[config.mk]
export PLATFORM = sky130hd
export DESIGN_NAME = ptw_walker
export DESIGN_NICKNAME = d
export VERILOG_FILES = /design/src/rtl/ptw_pkg.sv /design/src/rtl/ptw_index_unit.sv /design/src/rtl/ptw_entry_eval.sv /design/src/rtl/ptw_walker.sv
export SDC_FILE = /design/constraint.sdc
export NUM_CORES = 1
export LEC_CHECK = 0
export ABC_AREA = 0
export CELL_PAD_IN_SITES_DETAIL_PLACEMENT = 0
export CELL_PAD_IN_SITES_GLOBAL_PLACEMENT = 1
export CORE_MARGIN = 1
export CORE_UTILIZATION = 31
export CTS_BUF_LIST = sky130_fd_sc_hd__clkbuf_16
export DETAILED_ROUTE_END_ITERATION = 10
export PLACE_DENSITY_LB_ADDON = 0.25
export SLEW_MARGIN = 0
export SYNTH_ARGS = -nofsm -noshare
export SYNTH_HDL_FRONTEND = slang
export SYNTH_SLANG_ARGS = --single-unit
export TNS_END_PERCENT = 100
[constraint.sdc]
create_clock -name clk -period 1.6 [get_ports clk]
set_input_delay 0.32 -clock clk [delete_from_list [all_inputs] [get_ports clk]]
set_output_delay 0.32 -clock clk [all_outputs]
set_load 0.005 [all_outputs]
[src/rtl/ptw_pkg.sv]
package ptw_pkg;

    localparam int LEVELS = 2;

    localparam int BIT_PRESENT = 0;
    localparam int BIT_USED    = 1;
    localparam int BIT_DIRTY   = 2;
    localparam int FLAG_W      = 3;

    typedef enum logic [2:0] {
        ST_IDLE,
        ST_READ_L1,
        ST_READ_L2,
        ST_UPDATE,
        ST_DONE,
        ST_FAULT
    } walk_state_t;

endpackage

[src/rtl/ptw_index_unit.sv]
module ptw_index_unit #(
    parameter int IDX_W = 10,
    parameter int OFF_W = 12,
    parameter int PTE_W = 32
) (
    input  logic [2*IDX_W+OFF_W-1:0]       vaddr,
    input  logic [PTE_W-OFF_W-1:0]         root_frame,
    input  logic [PTE_W-OFF_W-1:0]         leaf_table_frame,
    output logic [PTE_W-OFF_W+IDX_W-1:0]   l1_addr,
    output logic [PTE_W-OFF_W+IDX_W-1:0]   l2_addr,
    output logic [OFF_W-1:0]               page_off
);
    import ptw_pkg::*;

    logic [IDX_W-1:0] level_idx [LEVELS];

    // Level 0 takes the most significant index field.
    for (genvar lv = 0; lv < LEVELS; lv++) begin : g_idx
        localparam int LSB = OFF_W + (LEVELS - 1 - lv) * IDX_W;
        assign level_idx[lv] = vaddr[LSB +: IDX_W];
    end

    assign l1_addr  = {root_frame, level_idx[0]};
    assign l2_addr  = {leaf_table_frame, level_idx[1]};
    assign page_off = vaddr[OFF_W-1:0];

endmodule

[src/rtl/ptw_entry_eval.sv]
module ptw_entry_eval #(
    parameter int PTE_W = 32,
    parameter int OFF_W = 12
) (
    input  logic [PTE_W-1:0]       entry,
    input  logic                   is_write,
    output logic                   present,
    output logic [PTE_W-OFF_W-1:0] frame,
    output logic [PTE_W-1:0]       marked,
    output logic                   changed
);
    import ptw_pkg::*;

    logic [PTE_W-1:0] set_mask;

    always_comb begin
        set_mask = '0;
        set_mask[BIT_USED] = 1'b1;
        if (is_write) begin
            set_mask[BIT_DIRTY] = 1'b1;
        end
    end

    assign present = entry[BIT_PRESENT];
    assign frame   = entry[PTE_W-1:OFF_W];
    assign marked  = entry | set_mask;
    assign changed = (marked != entry);

endmodule

[src/rtl/ptw_walker.sv]
module ptw_walker #(
    parameter int IDX_W = 10,
    parameter int OFF_W = 12,
    parameter int PTE_W = 32
) (
    input  logic                                clk,
    input  logic                                rst_n,
    input  logic                                req_valid,
    output logic                                req_ready,
    input  logic [2*IDX_W+OFF_W-1:0]            req_vaddr,
    input  logic                                req_write,
    input  logic [PTE_W-OFF_W-1:0]              req_root,
    output logic                                resp_valid,
    output logic                                resp_fault,
    output logic                                resp_fault_lvl,
    output logic [PTE_W-1:0]                    resp_paddr,
    output logic [2:0]                          resp_flags,
    output logic                                mem_req,
    output logic                                mem_we,
    output logic [PTE_W-OFF_W+IDX_W-1:0]        mem_addr,
    output logic [PTE_W-1:0]                    mem_wdata,
    input  logic [PTE_W-1:0]                    mem_rdata,
    input  logic                                mem_ready
);
    import ptw_pkg::*;

    localparam int VA_W    = 2 * IDX_W + OFF_W;
    localparam int FRAME_W = PTE_W - OFF_W;
    localparam int MADDR_W = FRAME_W + IDX_W;

    walk_state_t state_q, state_d;

    logic [VA_W-1:0]    va_q;
    logic               wr_q;
    logic [FRAME_W-1:0] root_q;
    logic [FRAME_W-1:0] table_q;
    logic [PTE_W-1:0]   leaf_q;

    logic [MADDR_W-1:0] l1_addr, l2_addr;
    logic [OFF_W-1:0]   page_off;

    logic               ent_present;
    logic [FRAME_W-1:0] ent_frame;
    logic [PTE_W-1:0]   ent_marked;
    logic               ent_changed;

    logic               accept;
    logic               xfer_done;

    ptw_index_unit #(
        .IDX_W (IDX_W),
        .OFF_W (OFF_W),
        .PTE_W (PTE_W)
    ) u_index (
        .vaddr            (va_q),
        .root_frame       (root_q),
        .leaf_table_frame (table_q),
        .l1_addr          (l1_addr),
        .l2_addr          (l2_addr),
        .page_off         (page_off)
    );

    ptw_entry_eval #(
        .PTE_W (PTE_W),
        .OFF_W (OFF_W)
    ) u_eval (
        .entry    (mem_rdata),
        .is_write (wr_q),
        .present  (ent_present),
        .frame    (ent_frame),
        .marked   (ent_marked),
        .changed  (ent_changed)
    );

    assign accept    = (state_q == ST_IDLE) && req_valid;
    assign xfer_done = mem_req && mem_ready;

    // State register
    always_ff @(posedge clk) begin
        if (!rst_n) begin
            state_q <= ST_IDLE;
        end else begin
            state_q <= state_d;
        end
    end

    // Next-state logic
    always_comb begin
        state_d = state_q;
        unique case (state_q)
            ST_IDLE: begin
                if (req_valid) begin
                    state_d = ST_READ_L1;
                end
            end
            ST_READ_L1: begin
                if (mem_ready) begin
                    state_d = ent_present ? ST_READ_L2 : ST_FAULT;
                end
            end
            ST_READ_L2: begin
                if (mem_ready) begin
                    if (!ent_present) begin
                        state_d = ST_FAULT;
                    end else if (ent_changed) begin
                        state_d = ST_UPDATE;
                    end else begin
                        state_d = ST_DONE;
                    end
                end
            end
            ST_UPDATE: begin
                if (mem_ready) begin
                    state_d = ST_DONE;
                end
            end
            ST_DONE:  state_d = ST_IDLE;
            ST_FAULT: state_d = ST_IDLE;
            default:  state_d = ST_IDLE;
        endcase
    end

    // Walk context registers
    always_ff @(posedge clk) begin
        if (!rst_n) begin
            va_q           <= '0;
            wr_q           <= 1'b0;
            root_q         <= '0;
            table_q        <= '0;
            leaf_q         <= '0;
            resp_fault_lvl <= 1'b0;
        end else begin
            if (accept) begin
                va_q           <= req_vaddr;
                wr_q           <= req_write;
                root_q         <= req_root;
                resp_fault_lvl <= 1'b0;
            end
            if (state_q == ST_READ_L1 && xfer_done) begin
                table_q <= ent_frame;
            end
            if (state_q == ST_READ_L2 && xfer_done) begin
                leaf_q         <= ent_marked;
                resp_fault_lvl <= 1'b1;
            end
        end
    end

    // Output logic
    always_comb begin
        req_ready  = 1'b0;
        resp_valid = 1'b0;
        resp_fault = 1'b0;
        resp_paddr = '0;
        resp_flags = '0;
        mem_req    = 1'b0;
        mem_we     = 1'b0;
        mem_addr   = '0;
        mem_wdata  = '0;
        unique case (state_q)
            ST_IDLE: begin
                req_ready = 1'b1;
            end
            ST_READ_L1: begin
                mem_req  = 1'b1;
                mem_addr = l1_addr;
            end
            ST_READ_L2: begin
                mem_req  = 1'b1;
                mem_addr = l2_addr;
            end
            ST_UPDATE: begin
                mem_req   = 1'b1;
                mem_we    = 1'b1;
                mem_addr  = l2_addr;
                mem_wdata = leaf_q;
            end
            ST_DONE: begin
                resp_valid = 1'b1;
                resp_paddr = {leaf_q[PTE_W-1:OFF_W], page_off};
                resp_flags = leaf_q[FLAG_W-1:0];
            end
            ST_FAULT: begin
                resp_valid = 1'b1;
                resp_fault = 1'b1;
            end
            default: begin
                req_ready = 1'b0;
            end
        endcase
    end

endmodule

==> results.sh <==
export IMPL_status="complete, but fails checks"
export IMPL_violations="setup timing"
export IMPL_ys_types=32
export IMPL_crit_fanout=4
export IMPL_instances_no_fill=1038
export IMPL_drc=0
export IMPL_max_cap_violations=0
export IMPL_worstMarginPinSlew_ns=0.262
export IMPL_clk_insertion_delay_late_ns=0.35
export IMPL_reg2reg_from="state_q[2]"
export IMPL_root_buffer="clkbuf_16"
export IMPL_cp_required_ns=1.28
export IMPL_grt_overflow_total=0
export IMPL_hold_viol=0
export IMPL_cts_buffer_depth=2
export IMPL_yosys_area_share_adder_pct=0
export IMPL_netlist_instances=605
export IMPL_synthSimpleGateAreaFrac_pct=27.9
export IMPL_avgViaCountPerCell=4.71
export IMPL_synth_xor_area_share_pct=0
export IMPL_fillers=1452
export IMPL_synth_area_leader_cell="dfxtp_1"
export IMPL_first_iter_violations=211
export IMPL_grt_pass1_wl_um=24200
export IMPL_row_count=45
export IMPL_rr_endpoint="leaf_q[8]"
export IMPL_synth_area_sq_um=4940
export IMPL_rr_worst_depth=7
export IMPL_core_sq_um=15400
export IMPL_antenna_found_initial=0
export IMPL_peakVddDrop_mv=0.490
export IMPL_leakage_uw=0.00340
export IMPL_die_h_um=128
export IMPL_nNetsFinal=911
export IMPL_io_pins=192
export IMPL_synth_warnings=0
export IMPL_endpoint_kind="output pin"
export IMPL_fin_ws_ns=-0.434
export IMPL_max_stage_delay_ns=0.39
export IMPL_fin_hold_ws_ns=0.334
export IMPL_synthToLayoutAreaGrowth_pct=67.0
export IMPL_hp_start="rst_n"
export IMPL_critPathLaunchType="register"
export IMPL_hp_class="in -> reg"
export IMPL_fin_crit_ns=2.03
export IMPL_critical_path_class="reg -> out"
export IMPL_vias=4890
export IMPL_syn_nets=694
export IMPL_die_area_sq_um=16400
export IMPL_synth_avg_cell_area_sq_um=8.16
export IMPL_dr_pass1_iters=5
export IMPL_cts_tree="done"
export IMPL_crit_top_cell="buf_6"
export IMPL_crit_chain="inv_4 > nor3b_4 > buf_6 > buf_6 > buf_6 > buf_6 > and2_4 > buf_6"
export IMPL_relSlewSlack_pct=82.5
export IMPL_cts_clk_slew_worst_paths_ns=0.07
export IMPL_synth_area_top_cells="dfxtp_1 44%, nand2_1 16%, a21boi_1 13%"
export IMPL_synth_top_area_share_pct=44.2
export IMPL_io_buffers=191
export IMPL_fin_crit_sh_pct=127
export IMPL_slew_viol_final=0
export IMPL_dp_cells=984
export IMPL_synth_mux_area_share_pct=0.228
export IMPL_dp_hpwl_um=10500
export IMPL_whs_endpoint="leaf_q[31]"
export IMPL_ys_seq_area_share_pct=44.2
export IMPL_synth_compound_area_share_pct=22.3
export IMPL_max_freq_mhz=492
export IMPL_grt_pass1_vias=4630
export IMPL_synth_top_family_by_area="simple AND/OR/NAND/NOR gates"
export IMPL_cts_hold_buf=0
export IMPL_cts_made_buffers=9
export IMPL_arrival_ns=1.71
export IMPL_finalClockSkew_ns=0.00823
export IMPL_min_path_cells=2
export IMPL_setup_viol=101
export IMPL_fp_dieW_um=128
export IMPL_grt_usage_pct=19.0
export IMPL_power_density_nw_per_um2=816
export IMPL_routedWlPerCell_um=16.4
export IMPL_post_route_cells_drive_above_1_share_pct=31.4
export IMPL_initial_utilization_pct=32.1
export IMPL_grt_max_degree=56
export IMPL_clock_sinks=109
export IMPL_ys_seq_elements=109
export IMPL_crit_slowest_cell="dfxtp_4"
export IMPL_rsz0062_at_grt="true"
export IMPL_r2r_setup_slack_ns=0.10
export IMPL_gp_congestion=0.793
export IMPL_diodes=0
export IMPL_routed_wirelength_um=17000
export IMPL_ant_nets=0
export IMPL_cts_htree_levels=3
[worst max-delay path: cells and delay by family (launching register included)]
family	cells	cell delay (ns)
buffers and inverters	6	0.57
AND/OR/NAND/NOR	2	0.41
flip-flops	1	0.39
[layout make-up]
class,count,area [sq um],share of cell area (%)
clock inverters,7,95.1,1.15
clock buffers,9,225,2.73
multi-input cells,445,2710,32.9
inverters,2,10.0,0.121
flip-flops and latches,109,2190,26.6
repair buffers,255,2750,33.4
well taps,211,264,3.20
[power by group]
part           switching, uW  internal (uW)
registers                100           2870
clock network           1050           1380
logic                    599            731
[synthesized netlist by cell type]
cell type / number
a211oi_1: 1
a21boi_0: 16
a21boi_1: 87
a21oi_1: 3
a22o_1: 30
a31oi_1: 1
and2_1: 70
and2b_2: 1
and3_1: 1
buf_2: 7
buf_4: 12
buf_6: 3
clkbuf_1: 27
dfxtp_1: 109
inv_1: 2
mux2_2: 1
nand2_1: 208
nand2b_1: 1
nand3_1: 2
nand3b_1: 2
nor2_1: 6
nor2b_1: 2
nor3_1: 1
nor3_4: 1
nor3b_1: 2
nor3b_2: 2
o21a_1: 2
o21ai_0: 1
o21bai_1: 1
o31ai_1: 1
or2_2: 1
or4bb_1: 1
[state kept, by name, indices dropped and copies added, names as in the netlist]
register / count
table_q: 20
leaf_q: 32
wr_q: 1
state_q: 3
root_q: 20
va_q: 32
resp_fault_lvl: 1
[cell usage in the layout, fill, tap and decap left out, types with 3 or more instances in the layout]
master,instances
buf_6,80
dfxtp_1,106
clkbuf_2,16
clkdlybuf4s50_1,88
clkbuf_16,17
a21oi_1,3
buf_4,13
nand2_1,207
a22o_1,28
buf_2,27
buf_12,18
a21boi_1,87
and2_4,61
inv_6,3
a21boi_0,16
and2_1,9
nor2_1,4
[per-stage QoR]
step	cell area (sq um)	setup WS (ns)	TNS (ns)	utilization [%]	total power, uW
final	8250	-0.434	-31.49	53.7	6730
after global routing	8250	-0.505	-37.09	53.7	7030
after CTS	7710	-0.639	-43.09	50.2	6640
after detailed placement	7230	-0.399	-32.11	47.1	4190
after global placement	7230	-0.311	-27.76	47.1	4160
after floorplan	4940	0.0851	0	-	3580
[layer usage]
layer,share of wire (%),vias up,global-route usage (%)
li1,-,2420,-
met1,48,2317,25.2
met2,47,142,31.3
met3,4.6,11,3.17
met4,0.93,0,5.95
met5,0,-,0
[how the worst max path moves through the flow]
stage / start / end / slack (ns)
2_1_floorplan: state_q[2] / resp_paddr[10] / 0.09
3_3_place_gp: state_q[1] / mem_wdata[29] / -0.31
3_5_place_dp: state_q[1] / mem_wdata[19] / -0.40
4_1_cts: state_q[1] / mem_wdata[2] / -0.64
5_1_grt: state_q[1] / mem_wdata[30] / -0.51
6_report: state_q[1] / mem_wdata[30] / -0.43
[cells by family (layout without fill, tap and decap cells)]
kind of cell | Yosys count | after routing
simple gates | 301 | 301
buf+inv | 51 | 273
mux | 1 | 1
flops | 109 | 109
compound gates | 143 | 143
[repair_timing]
action | in CTS | in global routing
setup endpoints to repair | 112 | 119
cloned | 5 | 10
pin swaps | 7 | 58
setup buffers | 8 | 22
resized for setup | 227 | 293
(Power assumes the default switching activity.)
